==> config.mk <==
export PLATFORM = sky130hd
export DESIGN_NAME = dcc_serial_port
export DESIGN_NICKNAME = d
export VERILOG_FILES = /design/src/rtl/dcc_port_pkg.sv /design/src/rtl/dcc_port_ctl.sv /design/src/rtl/dcc_port_dp.sv /design/src/rtl/dcc_serial_port.sv
export SDC_FILE = /design/constraint.sdc
export NUM_CORES = 1
export LEC_CHECK = 0
export ABC_AREA = 1
export BUFFER_PORTS_ARGS = -buffer_cell sky130_fd_sc_hd__buf_2
export CORE_MARGIN = 5
export CORE_UTILIZATION = 24
export CTS_BUF_LIST = sky130_fd_sc_hd__clkbuf_16
export DETAILED_ROUTE_END_ITERATION = 8
export GPL_ROUTABILITY_DRIVEN = 0
export HOLD_SLACK_MARGIN = 0.12
export PLACE_DENSITY = 0.39
export SLEW_MARGIN = 0
export SYNTH_ARGS = -nofsm -noshare
export SYNTH_HDL_FRONTEND = slang
export SYNTH_SLANG_ARGS = --single-unit
==> constraint.sdc <==
create_clock -name clk -period 5.8 [get_ports clk]
set_input_delay 0.29 -clock clk [delete_from_list [all_inputs] [get_ports clk]]
set_output_delay 0.29 -clock clk [all_outputs]
set_load 0.02 [all_outputs]
==> src/rtl/dcc_port_pkg.sv <==
package dcc_port_pkg;
  // strobes from the control path to the datapath
  typedef struct packed {
    logic pushData;  // write a channel byte into the FIFO
    logic pushPar;   // write the parity byte, restart accumulation
    logic load;      // pop FIFO head into the shifter
    logic shift;     // emit one serial bit
    logic firstBit;  // the emitted bit is bit 7 of its byte
    logic flush;     // port idle: clear all state
  } dccStrobe_t;
endpackage

==> src/rtl/dcc_port_ctl.sv <==
module dcc_port_ctl
  import dcc_port_pkg::*;
#(
  parameter int LINE_DIV = 4,
  parameter int SECT_DIV = 10
) (
  input  logic       clk,
  input  logic       rstN,
  input  logic       inValid,
  input  logic [3:0] inRow,
  input  logic [3:0] inCol,
  input  logic       modeLine,
  input  logic       modeSection,
  input  logic       fifoEmpty,
  output dccStrobe_t strobe
);
  localparam int MAX_DIV = (LINE_DIV > SECT_DIV) ? LINE_DIV : SECT_DIV;
  localparam int DIV_W   = $clog2(MAX_DIV + 1);
  localparam logic [DIV_W-1:0] LINE_LIM = DIV_W'(LINE_DIV - 1);
  localparam logic [DIV_W-1:0] SECT_LIM = DIV_W'(SECT_DIV - 1);

  logic             active;
  logic             inDcc;
  logic             inStart;
  logic [DIV_W-1:0] divCnt;
  logic [DIV_W-1:0] divLim;
  logic             tick;
  logic             busy;
  logic [2:0]       bitCnt;

  assign active  = modeLine | modeSection;
  assign inStart = inValid && (inRow == 4'd0) && (inCol == 4'd0);
  assign inDcc   = inValid && (inCol < 4'd3) &&
                   (modeLine ? (inRow >= 4'd5 && inRow <= 4'd7) : (inRow == 4'd2));
  assign divLim  = modeLine ? LINE_LIM : SECT_LIM;
  assign tick    = (divCnt >= divLim);

  always_comb begin
    strobe          = '0;
    strobe.flush    = !active;
    strobe.pushPar  = active && inStart;
    strobe.pushData = active && inDcc;
    strobe.load     = active && !busy && !fifoEmpty;
    strobe.shift    = active && busy && tick;
    strobe.firstBit = (bitCnt == 3'd0);
  end

  always_ff @(posedge clk) begin
    if (!rstN || !active) begin
      divCnt <= '0;
      busy   <= 1'b0;
      bitCnt <= '0;
    end else begin
      divCnt <= tick ? '0 : divCnt + 1'b1;
      if (strobe.load) begin
        busy   <= 1'b1;
        bitCnt <= '0;
      end else if (strobe.shift) begin
        bitCnt <= bitCnt + 3'd1;
        if (bitCnt == 3'd7) busy <= 1'b0;
      end
    end
  end

  // serial pulses never on adjacent cycles
  a_r8_pulse_gap: assert property (@(posedge clk) disable iff (!rstN)
    strobe.shift |=> !strobe.shift);

  initial begin
    if (LINE_DIV < 2 || SECT_DIV < 2) $error("dividers must be at least 2");
  end
endmodule

==> src/rtl/dcc_port_dp.sv <==
module dcc_port_dp
  import dcc_port_pkg::*;
#(
  parameter int FIFO_DEPTH = 16
) (
  input  logic       clk,
  input  logic       rstN,
  input  logic [7:0] inByte,
  input  logic       parityEven,
  input  dccStrobe_t strobe,
  output logic       fifoEmpty,
  output logic       serData,
  output logic       serClkEn,
  output logic       serFrameStart
);
  localparam int PTR_W = (FIFO_DEPTH > 1) ? $clog2(FIFO_DEPTH) : 1;
  localparam int CNT_W = $clog2(FIFO_DEPTH + 1);
  localparam logic [PTR_W-1:0] LAST_IDX = PTR_W'(FIFO_DEPTH - 1);

  logic [8:0]       mem [FIFO_DEPTH];
  logic [PTR_W-1:0] wrPtr, rdPtr;
  logic [CNT_W-1:0] count;
  logic [7:0]       parAcc;
  logic [7:0]       shReg;
  logic             shPar;
  logic             wrEn;
  logic [8:0]       wrWord;

  assign wrEn      = strobe.pushData | strobe.pushPar;
  assign wrWord    = strobe.pushPar ? {1'b1, parAcc ^ {8{~parityEven}}}
                                    : {1'b0, inByte};
  assign fifoEmpty = (count == '0);

  always_ff @(posedge clk) begin
    if (wrEn) mem[wrPtr] <= wrWord;
  end

  always_ff @(posedge clk) begin
    if (!rstN || strobe.flush) begin
      wrPtr  <= '0;
      rdPtr  <= '0;
      count  <= '0;
      parAcc <= '0;
    end else begin
      if (wrEn)        wrPtr <= (wrPtr == LAST_IDX) ? '0 : wrPtr + 1'b1;
      if (strobe.load) rdPtr <= (rdPtr == LAST_IDX) ? '0 : rdPtr + 1'b1;
      case ({wrEn, strobe.load})
        2'b10:   count <= count + 1'b1;
        2'b01:   count <= count - 1'b1;
        default: count <= count;
      endcase
      if (strobe.pushPar)       parAcc <= '0;
      else if (strobe.pushData) parAcc <= parAcc ^ inByte;
    end
  end

  always_ff @(posedge clk) begin
    if (!rstN || strobe.flush) begin
      shReg         <= '0;
      shPar         <= 1'b0;
      serData       <= 1'b0;
      serClkEn      <= 1'b0;
      serFrameStart <= 1'b0;
    end else begin
      serClkEn      <= strobe.shift;
      serFrameStart <= strobe.shift && shPar && strobe.firstBit;
      if (strobe.load) begin
        shReg <= mem[rdPtr][7:0];
        shPar <= mem[rdPtr][8];
      end else if (strobe.shift) begin
        serData <= shReg[7];
        shReg   <= {shReg[6:0], 1'b0};
      end
    end
  end

  // a write never meets a full FIFO
  a_r9_no_overflow: assert property (@(posedge clk) disable iff (!rstN)
    wrEn |-> (int'(count) < FIFO_DEPTH) || strobe.load);
  // frame marker only together with a bit pulse
  a_r7_start_with_clk: assert property (@(posedge clk) disable iff (!rstN)
    serFrameStart |-> serClkEn);
  // idle port leaves the FIFO empty
  a_r1_idle_empty: assert property (@(posedge clk) disable iff (!rstN)
    strobe.flush |=> fifoEmpty);
endmodule

==> src/rtl/dcc_serial_port.sv <==
module dcc_serial_port #(
  parameter int LINE_DIV   = 4,
  parameter int SECT_DIV   = 10,
  parameter int FIFO_DEPTH = 16
) (
  input  logic       clk,
  input  logic       rstN,
  input  logic [7:0] inByte,
  input  logic       inValid,
  input  logic [3:0] inRow,
  input  logic [3:0] inCol,
  input  logic       modeLine,
  input  logic       modeSection,
  input  logic       parityEven,
  output logic       serData,
  output logic       serClkEn,
  output logic       serFrameStart
);
  import dcc_port_pkg::*;

  dccStrobe_t strobe;
  logic       fifoEmpty;

  dcc_port_ctl #(.LINE_DIV(LINE_DIV), .SECT_DIV(SECT_DIV)) u_ctl (
    .clk(clk), .rstN(rstN), .inValid(inValid), .inRow(inRow), .inCol(inCol),
    .modeLine(modeLine), .modeSection(modeSection), .fifoEmpty(fifoEmpty),
    .strobe(strobe)
  );

  dcc_port_dp #(.FIFO_DEPTH(FIFO_DEPTH)) u_dp (
    .clk(clk), .rstN(rstN), .inByte(inByte), .parityEven(parityEven),
    .strobe(strobe), .fifoEmpty(fifoEmpty), .serData(serData),
    .serClkEn(serClkEn), .serFrameStart(serFrameStart)
  );
endmodule

* After elaboration in Yosys (flattened, before gate mapping)
Memory sizes are Yosys's and may differ from the RTL's. A register that Yosys moved wholly into a read port is not among the register bits. Cells that the tools add are included.
Operators by class: add/subtract/negate cells 6, mux-type cells 15, equal/unequal tests 6, reductions and logical operators 30, bitwise logic cells 6, order comparisons 4
Operators with widths (number):
- two-way mux 4 bit | 5
- two-way mux 8 bit | 2
- XOR 8 bit | 2
- logical AND 1 bit | 13
- adder 4 x 1 -> 4 bit, second input constant | 3
- one-hot mux 5 bit (2 select lines) | 1
- two-way mux 9 bit | 1
- equality test 4 bit, second input constant | 2
- zero test 4 bit | 2
- two-way mux 1 bit | 6
- nonzero test 2 bit | 3
- OR reduction 2 bit | 3
- adder 5 x 1 -> 5 bit, second input constant | 1
- zero test 5 bit | 1
- subtractor 5 x 1 -> 5 bit, second input constant | 1
- equality test 4 x 2 -> 1 bit, second input constant | 1
- greater-or-equal comparator 4 x 3 -> 1 bit, second input constant | 1
- greater-or-equal comparator 4 bit | 1
- <= comparator 4 x 3 -> 1 bit, second input constant | 1
- zero test 1 bit | 4
- < comparator 4 x 2 -> 1 bit, second input constant | 1
- AND reduction 2 bit | 2
- adder 3 x 1 -> 3 bit, second input constant | 1
- equality test 3 bit, second input constant | 1
- 6 further kinds | 8
Word-level totals: word-level logic and storage cells 80, register bits after elaboration 41, RAM bits 144, memories kept 1, bits of input ports 22
Memories:
- u_dp.mem | depth 16, width 9, rd ports 1, clocked after memory_dff 1, write ports 1, RTL line dcc_port_dp.sv:20 | logic [8:0] mem [FIFO_DEPTH];

* Longest topological paths before layout
Gate-level depths: netlist of the first run.
depth in word-level cells 8, gate-level depth with buffers 15, gate-level depth less buffers 15

* By module
A second synthesis of the first run with hierarchy kept.
Unflattened totals: cells, all modules 901, area, all modules 8554.5 um^2
Modules (own cells, without submodules):
- dcc_port_dp | cells an instance 829, area an instance 8047.7 um^2, instances 1, sequential area each 5064.9 um^2
- dcc_port_ctl | cells an instance 72, area an instance 506.7 um^2, instances 1, sequential area each 160.2 um^2

* Worst setup path before layout of the first run
OpenSTA, ideal clock, no wires.
kind register to register, from register u_dp.count[1], to register u_dp.count[4], path buffers 1, arrival time 2018 ps, cell stages (with the launch flop) 14, setup slack 3666 ps, clock period less this slack 2134 ps, setup time 116 ps, path through dfxtp_1 nor2_1 nand3_1 nand2_1 inv_1 buf_4 ha_1 inv_1 fa_1 o21ai_0 a21oi_1 xor2_1 nand2_1 a21oi_1
RTL lines:
- from (decl) | RTL line dcc_port_dp.sv:22 | logic [CNT_W-1:0] count;
- from (signal assigned) | RTL line dcc_port_dp.sv:48 | 2'b10: count <= count + 1'b1;
- from (signal assigned) | RTL line dcc_port_dp.sv:49 | 2'b01: count <= count - 1'b1;
- from (signal assigned) | RTL line dcc_port_dp.sv:50 | default: count <= count;

* Final worst setup path of the first run
from register u_dp.count[1], to register u_dp.count[4]
On the way: word-level cells in the longest chain between the ends 5, elaborated cells on any way between the ends 9, classes of those cells 2 x add/sub; 2 x eq/ne; 1 x mux; 4 x reduce/logical
RTL lines:
- parallel branches: the longest is 5 deep, another holds subtractor 5 x 1 -> 5 bit
Parallel ways; which one is timed is not known. A chain may end at the register's enable or synchronous reset.

==> run metrics, run 1 <==
Post-Synthesis Cells 913; first-pass GRT wire length ~34000 um; vias per cell 4.07; Area Overhead vs Synth 13.2%; DRC 0; syn_area_per_cell 9.37 um^2; Register Area 5230 um^2; Critical path buffers and inverters 2; share of layout cells above drive strength 1 8.80%; final hold vios 0; family with the most delay on the worst path adder cells; final setup violation count 0; period utilization 48.6%; Slowest cell on crit path inv_1; routed wire length 21500 um; hold_ws 0.138 ns; num ports 25; crit path time final ~2.8 ns; largest net degree at the start of global routing 73; CTS H-Tree Depth 4; area of the multi-input gates 2600 um^2; max_cap viols 0; VDD IR max 0.000137 V; HPWL Detailed 13300 um; GRT Resource Usage Total 11.2%; Pre-antenna DRT Iters 4; Crit path largest cell delay 0.49 ns; ANT nets after route 0; Synth warnings 0; Hold WC Path Type input pin to flop; Setup WS post-layout 2.98 ns; critical path class flop to flop; drt initial violations between 300 and 400; crit start category flop; clock root buffer clkbuf_16; Layout Skew 0.0133 ns; setup TNS 0 ns; Relative slew margins 29.2%; Worst setup EP type flop; nets 968; Worst EP required 6.08 ns; met2 Usage GRT 19.0%; total power 3.66 mW; clock sinks around 190; most frequent cells in the layout nand2_1 (259), edfxtp_1 (144), inv_1 (131); most common cell after layout, fill and taps aside nand2_1; Non-Filler Instances roughly 1400; DIE WIDTH 199 um; GR peak layer met2; Crit Path Max Fanout 15; initial antenna violation count 2; routed vias roughly 5700; Fillers 3777; Worst Max-Slew Pin Slew about 1.1 ns; Synth Register Bits 189; number of buffers created by CTS 17; die area 39500 um^2; Global Route met1 Usage 15.2%; share of the synthesized area in the top cell type between 50% and 60%; # hold bufs at CTS 1; RSZ-0062 raised after global routing false; Leak 3.98 nW; total global routing overflow 0; Core ar. 35400 um^2; setup slack at placement 2.84 ns; Worst-Skew Late Latency 0.43 ns; critical path cell sequence nor2_1 > nand3_1 > nand2_1 > inv_1 > ha_1 > inv_1 > fa_1 > o21ai_0 > a21oi_1 > xor2_1 > nand2_1 > a21oi_1; status complete, no violations; vias in the first global route about 5700; CTS clk-pin slew, worst paths 0.07 ns; Net Count, Synth 951; met3 GRT Util under 10%; Placed Cells 1371; post-CTS setup buffers 0; worst-case clock buffer depth 2; CTS tree done; Slew Limit Fails 0; Power Dens Cells 378 nW/um^2; Area contributors post-synth edfxtp_1 (51%), nand2_1 (11%), dfxtp_1 (11%), nand3_1 (7.0%), inv_1 (5.7%); fmax 355 MHz; crit path DAT 3.10 ns; Avg WL per Cell 15.3 um; Post-Syn Area around 8600 um^2; port buffer count 24; Initial Util between 20 and 25%; post-CTS sizing 0; sequential area share after synthesis 61.1%; Synth cell types 32; row cnt 69; largest area contributor in the netlist edfxtp_1; n_diodes 0; Die Y around 200 um
## worst reg2reg max path, cell delays in order, from the launching register on
cell and delay (ns):
dfxtp_1 0.37, nor2_1 0.07, nand3_1 0.09, nand2_1 0.28
inv_1 0.49, ha_1 0.37, inv_1 0.08, fa_1 0.40
o21ai_0 0.18, a21oi_1 0.09, xor2_1 0.15, nand2_1 0.06
a21oi_1 0.05
## path summary, 6_finish.rpt
kind | depth (start not counted) | slack [ns] | start | to
worst max-delay path | 12 | 2.98 | u_dp.count[1] | u_dp.count[4]
worst min-delay path | 3 | 0.14 | inByte[3] | u_dp.parAcc[3]
worst max register to register | 12 | 2.98 | u_dp.count[1] | u_dp.count[4]
worst min register to register | 1 | 0.47 | u_ctl.divCnt[0] | u_ctl.divCnt[0]
## metrics by stage
stage	util, %	cell area (um^2)
2_1_floorplan	-	8560
3_3_place_gp	25.7	9100
3_5_place_dp	25.7	9100
4_1_cts	27.4	9680
5_1_grt	27.4	9680
6_report	27.4	9680
## cell families (layout without fill, tap and decap cells)
logic type,after synthesis,count (layout),share of synthesized area [%]
XOR/XNOR,17,17,1.74
buffers and inverters,174,204,8.77
AND/OR/NAND/NOR,460,460,22.6
adder cells (fa/ha/maj),16,16,2.43
AO/OA/AOI/OAI,57,57,3.39
flip-flops,189,189,61.1
## report_power, final
part | total [mW] | switching (mW) | internal (mW)
clock | 1.18 | 0.567 | 0.609
sequential | 1.56 | 0.0546 | 1.50
combinational | 0.922 | 0.640 | 0.283
total | 3.66 | 1.26 | 2.39
## state kept, by name, summed over array words and instances, names as in the netlist, named ones only
name and flops:
u_dp.mem 144, u_dp.parAcc 8, u_dp.shReg 8, u_dp.count 5, u_ctl.divCnt 4, u_dp.rdPtr 4, u_dp.wrPtr 4, u_ctl.bitCnt 3
u_ctl.busy 1, u_dp.serClkEn 1, u_dp.serData 1, u_dp.serFrameStart 1, u_dp.shPar 1
## cell usage after synthesis, drive strengths merged
| master | instances |
|---|---|
| nand2 | 262 |
| edfxtp | 144 |
| inv | 138 |
| nand3 | 120 |
| nor2 | 71 |
| dfxtp | 45 |
| buf | 32 |
| a21oi | 31 |
| o21ai | 24 |
| ha | 15 |
| xor2 | 15 |
| nand3b | 3 |
| nor3 | 3 |
| clkbuf | 2 |
| clkinv | 2 |
| xnor2 | 2 |
| a211oi | 1 |
| fa | 1 |
| o211ai | 1 |
| or2 | 1 |
## layout make-up
cell class | count | area share (%)
Clock buffer | 17 | 4.39
Tap cell | 461 | 5.96
Inverter | 140 | 5.45
Clock inverter | 15 | 1.52
Multi-Input combinational cell | 550 | 26.8
Timing Repair Buffer | 32 | 1.89
Sequential cell | 189 | 54.0
## routing by layer
metal,up-vias,part of all wire [%]
li1,2964,-
met3,7,2.5
met1,2686,48
met2,60,48
met4,0,0.48
met5,-,0
No activity file was read; power rests on OpenSTA's default activity.
==> run 2, diff against run 1 <==
Clock period 5.8 ns to 2.93 ns, I/O delays scaled along.
==> run 2 against run 1 <==
Net effect:
- core utilization up 0.82 points
- count of clock-buffer cells in the layout did not move
- register-to-register slack worse by 2.2 ns
- sequential power grew 95%
- cell count increased by 2.4%
- largest cell class unchanged
==> run metrics, run 2 (synthesis results as in run 1) <==
most flop-heavy register u_dp.mem (unchanged); Seq pwr share 41.2% (was 42.6%); routed wire length 21400 um (was 21500 um); Worst-Skew Late Latency 0.43 ns (about the same); clock root buffer clkbuf_16 (unchanged); final hold vios 0 (unchanged); port buffer count 24 (unchanged); final setup violation count 0 (unchanged); clock power share 32.5% (was 32.2%); cell area after layout 9970 um^2 (was 9680 um^2); worst hold stages 4 (was 3); RSZ-0062 raised after global routing false (unchanged); reg2reg start u_dp.count[1] (unchanged); Crit Path Max Fanout 5 (was 15); worst r2r dst u_dp.count[4] (unchanged); Reg2Reg Depth 12 (unchanged); most frequent cells in the layout nand2_1 (259), edfxtp_1 (144), inv_1 (130) (was nand2_1 (259), edfxtp_1 (144), inv_1 (131)); setup TNS 0 ns (unchanged); vias per cell 4.04 (was 4.07); crit path time final 2.15 ns (was 2.82 ns); Slew Limit Fails 0 (unchanged); nets 1002 (was 968); routed vias 5810 (was 5717); CTS clk-pin slew, worst paths 0.07 ns (about the same); post-CTS sizing 0 (unchanged); CTS H-Tree Depth 4 (unchanged); DIE WIDTH 199 um (unchanged); num ports 25 (unchanged); status complete, no violations (unchanged); crit start category flop (unchanged); most common cell after layout, fill and taps aside nand2_1 (unchanged); Worst setup EP type flop (unchanged); worst-case clock buffer depth 2 (unchanged); Crit path largest cell delay 0.40 ns (was 0.49 ns); hold wc startpoint rstN (was inByte[3]); Largest regs u_dp.mem x144, u_dp.parAcc x8, u_dp.shReg x8 (unchanged); family with the most delay on the worst path adder cells (unchanged); Initial Util 24.2% (unchanged); Avg WL per Cell 14.9 um (was 15.3 um); initial antenna violation count 0 (was 2); number of buffers created by CTS 17 (unchanged); share of layout cells above drive strength 1 11.0% (was 8.80%); critical path cell sequence nor2_1 > nand3_1 > nand2_1 > inv_1 > ha_1 > inv_1 > fa_1 > o21ai_0 > a21oi_1 > xor2_1 > nand2_1 > a21oi_1 (unchanged); vias in the first global route 5658 (was 5680); Worst Hold End u_dp.count[1] (was u_dp.parAcc[3]); period utilization 73.5% (was 48.6%); P_sw 2.49 mW (was 1.26 mW); critical path class flop to flop (unchanged); Hold WC Path Type input pin to flop (unchanged); crit path DAT 2.51 ns (was 3.10 ns); clock sinks 189 (unchanged); dpl cell area 9290 um^2 (was 9100 um^2); Largest register FFs 144 (unchanged); Pre-antenna DRT Iters 4 (unchanged); Slowest cell on crit path dfxtp_1 (was inv_1); Die Y 199 um (unchanged); row cnt 69 (unchanged); Power Dens Cells 741 nW/um^2 (was 378 nW/um^2); Logic pwr share 26.3% (was 25.2%); VDD IR max 0.000315 V (was 0.000137 V); DRC 0 (unchanged); Leak 4.15 nW (was 3.98 nW); Layout Skew 0.0124 ns (was 0.0133 ns); Area Overhead vs Synth 16.6% (was 13.2%); # hold bufs at CTS 8 (was 1); ANT nets after route 0 (unchanged); drt initial violations 359 (was 346); post-CTS setup buffers 0 (unchanged); Critical path buffers and inverters 2 (unchanged); HPWL Detailed 13400 um (was 13300 um); max_cap viols 0 (unchanged); Relative slew margins 40.3% (was 29.2%); largest net degree at the start of global routing 73 (unchanged); CTS tree done (unchanged); Core ar. 35400 um^2 (unchanged); Worst Max-Slew Pin Slew 0.895 ns (was 1.06 ns); first-pass GRT wire length 33500 um (was 33900 um); Int Pwr 4.90 mW (was 2.39 mW); Switching Fraction 33.7% (was 34.5%); die area 39500 um^2 (unchanged); R2R setup slack 0.78 ns (was 2.98 ns); GRT Resource Usage Total 11.1% (was 11.2%); fmax 465 MHz (was 355 MHz); Worst EP required 3.29 ns (was 6.08 ns); total global routing overflow 0 (unchanged)
## run 2: changes by cell type in the layout (fill, tap and decap cells not counted)
cell | before | now
diode_2 | 0 | 1
inv_8 | 3 | 4
o21ai_2 | 4 | 0
clkinvlp_4 | 2 | 3
clkinv_4 | 0 | 2
clkinv_8 | 0 | 1
inv_6 | 7 | 2
o21ai_1 | 4 | 8
inv_1 | 131 | 130
buf_4 | 7 | 34
clkinv_1 | 3 | 2
dlygate4sd3_1 | 1 | 8
bufinv_16 | 1 | 2
## run 2: tightest hold or removal path, stage by stage
cell and delay, ns:
buf_2 0.08, nand2_1 0.04, buf_4 0.21, nor2_1 0.11
## run 2: cell type report
cell class                 instances  area, um^2
fill                            3730       25400
sequential                       189        5230
multi-input combinational        550        2580
tap                              461         577
inverter                         140         528
timing repair buffer              66         455
clock buffer                      17         425
clock inverter                    14         179
antenna                            1        2.50
## run 2: through the flow
| step | util, % | instances | hold WS (ns) | total power, mW | worst slack (ns) |
|---|---|---|---|---|---|
| after global placement | 26.2 | 1398 | 0.435 | 5.07 | 0.535 |
| after CTS | 28.2 | 1437 | 0.191 | 7.51 | 0.769 |
| after global routing | 28.2 | 1437 | 0.212 | 7.86 | 0.562 |
| after detailed placement | 26.2 | 1398 | 0.436 | 5.08 | 0.451 |
| final | 28.2 | 1438 | 0.206 | 7.39 | 0.777 |
| after floorplan | - | 913 | 0.306 | 4.53 | 0.796 |
## run 2: how the worst max path moves through the flow
stage	cells after the start	slack, ns	from	endpoint
2_1_floorplan	13	0.80	u_dp.count[1]	u_dp.count[4]
3_5_place_dp	16	0.45	modeLine	u_dp.count[4]
5_1_grt	12	0.56	u_dp.count[1]	u_dp.count[4]
3_3_place_gp	16	0.54	modeLine	u_dp.count[4]
6_report	12	0.78	u_dp.count[1]	u_dp.count[4]
4_1_cts	12	0.77	u_dp.count[1]	u_dp.count[4]
## run 2: power groups by stage
| stage | Combinational [mW] | Sequential, mW | Clock (mW) |
|---|---|---|---|
| after floorplan | 1.45 | 3.09 | 0 |
| after global placement | 1.97 | 3.11 | 0 |
| after detailed placement | 1.97 | 3.10 | 0 |
| after CTS | 1.99 | 3.04 | 2.47 |
| after global routing | 2.21 | 3.06 | 2.59 |
| final | 1.94 | 3.04 | 2.40 |
## run 2: routing by layer
layer  wire [um]  global-route usage (%)
met1       10600                    15.4
met2       10300                    18.2
met3         330                    1.98
met4         199                    2.56
met5           0                       0
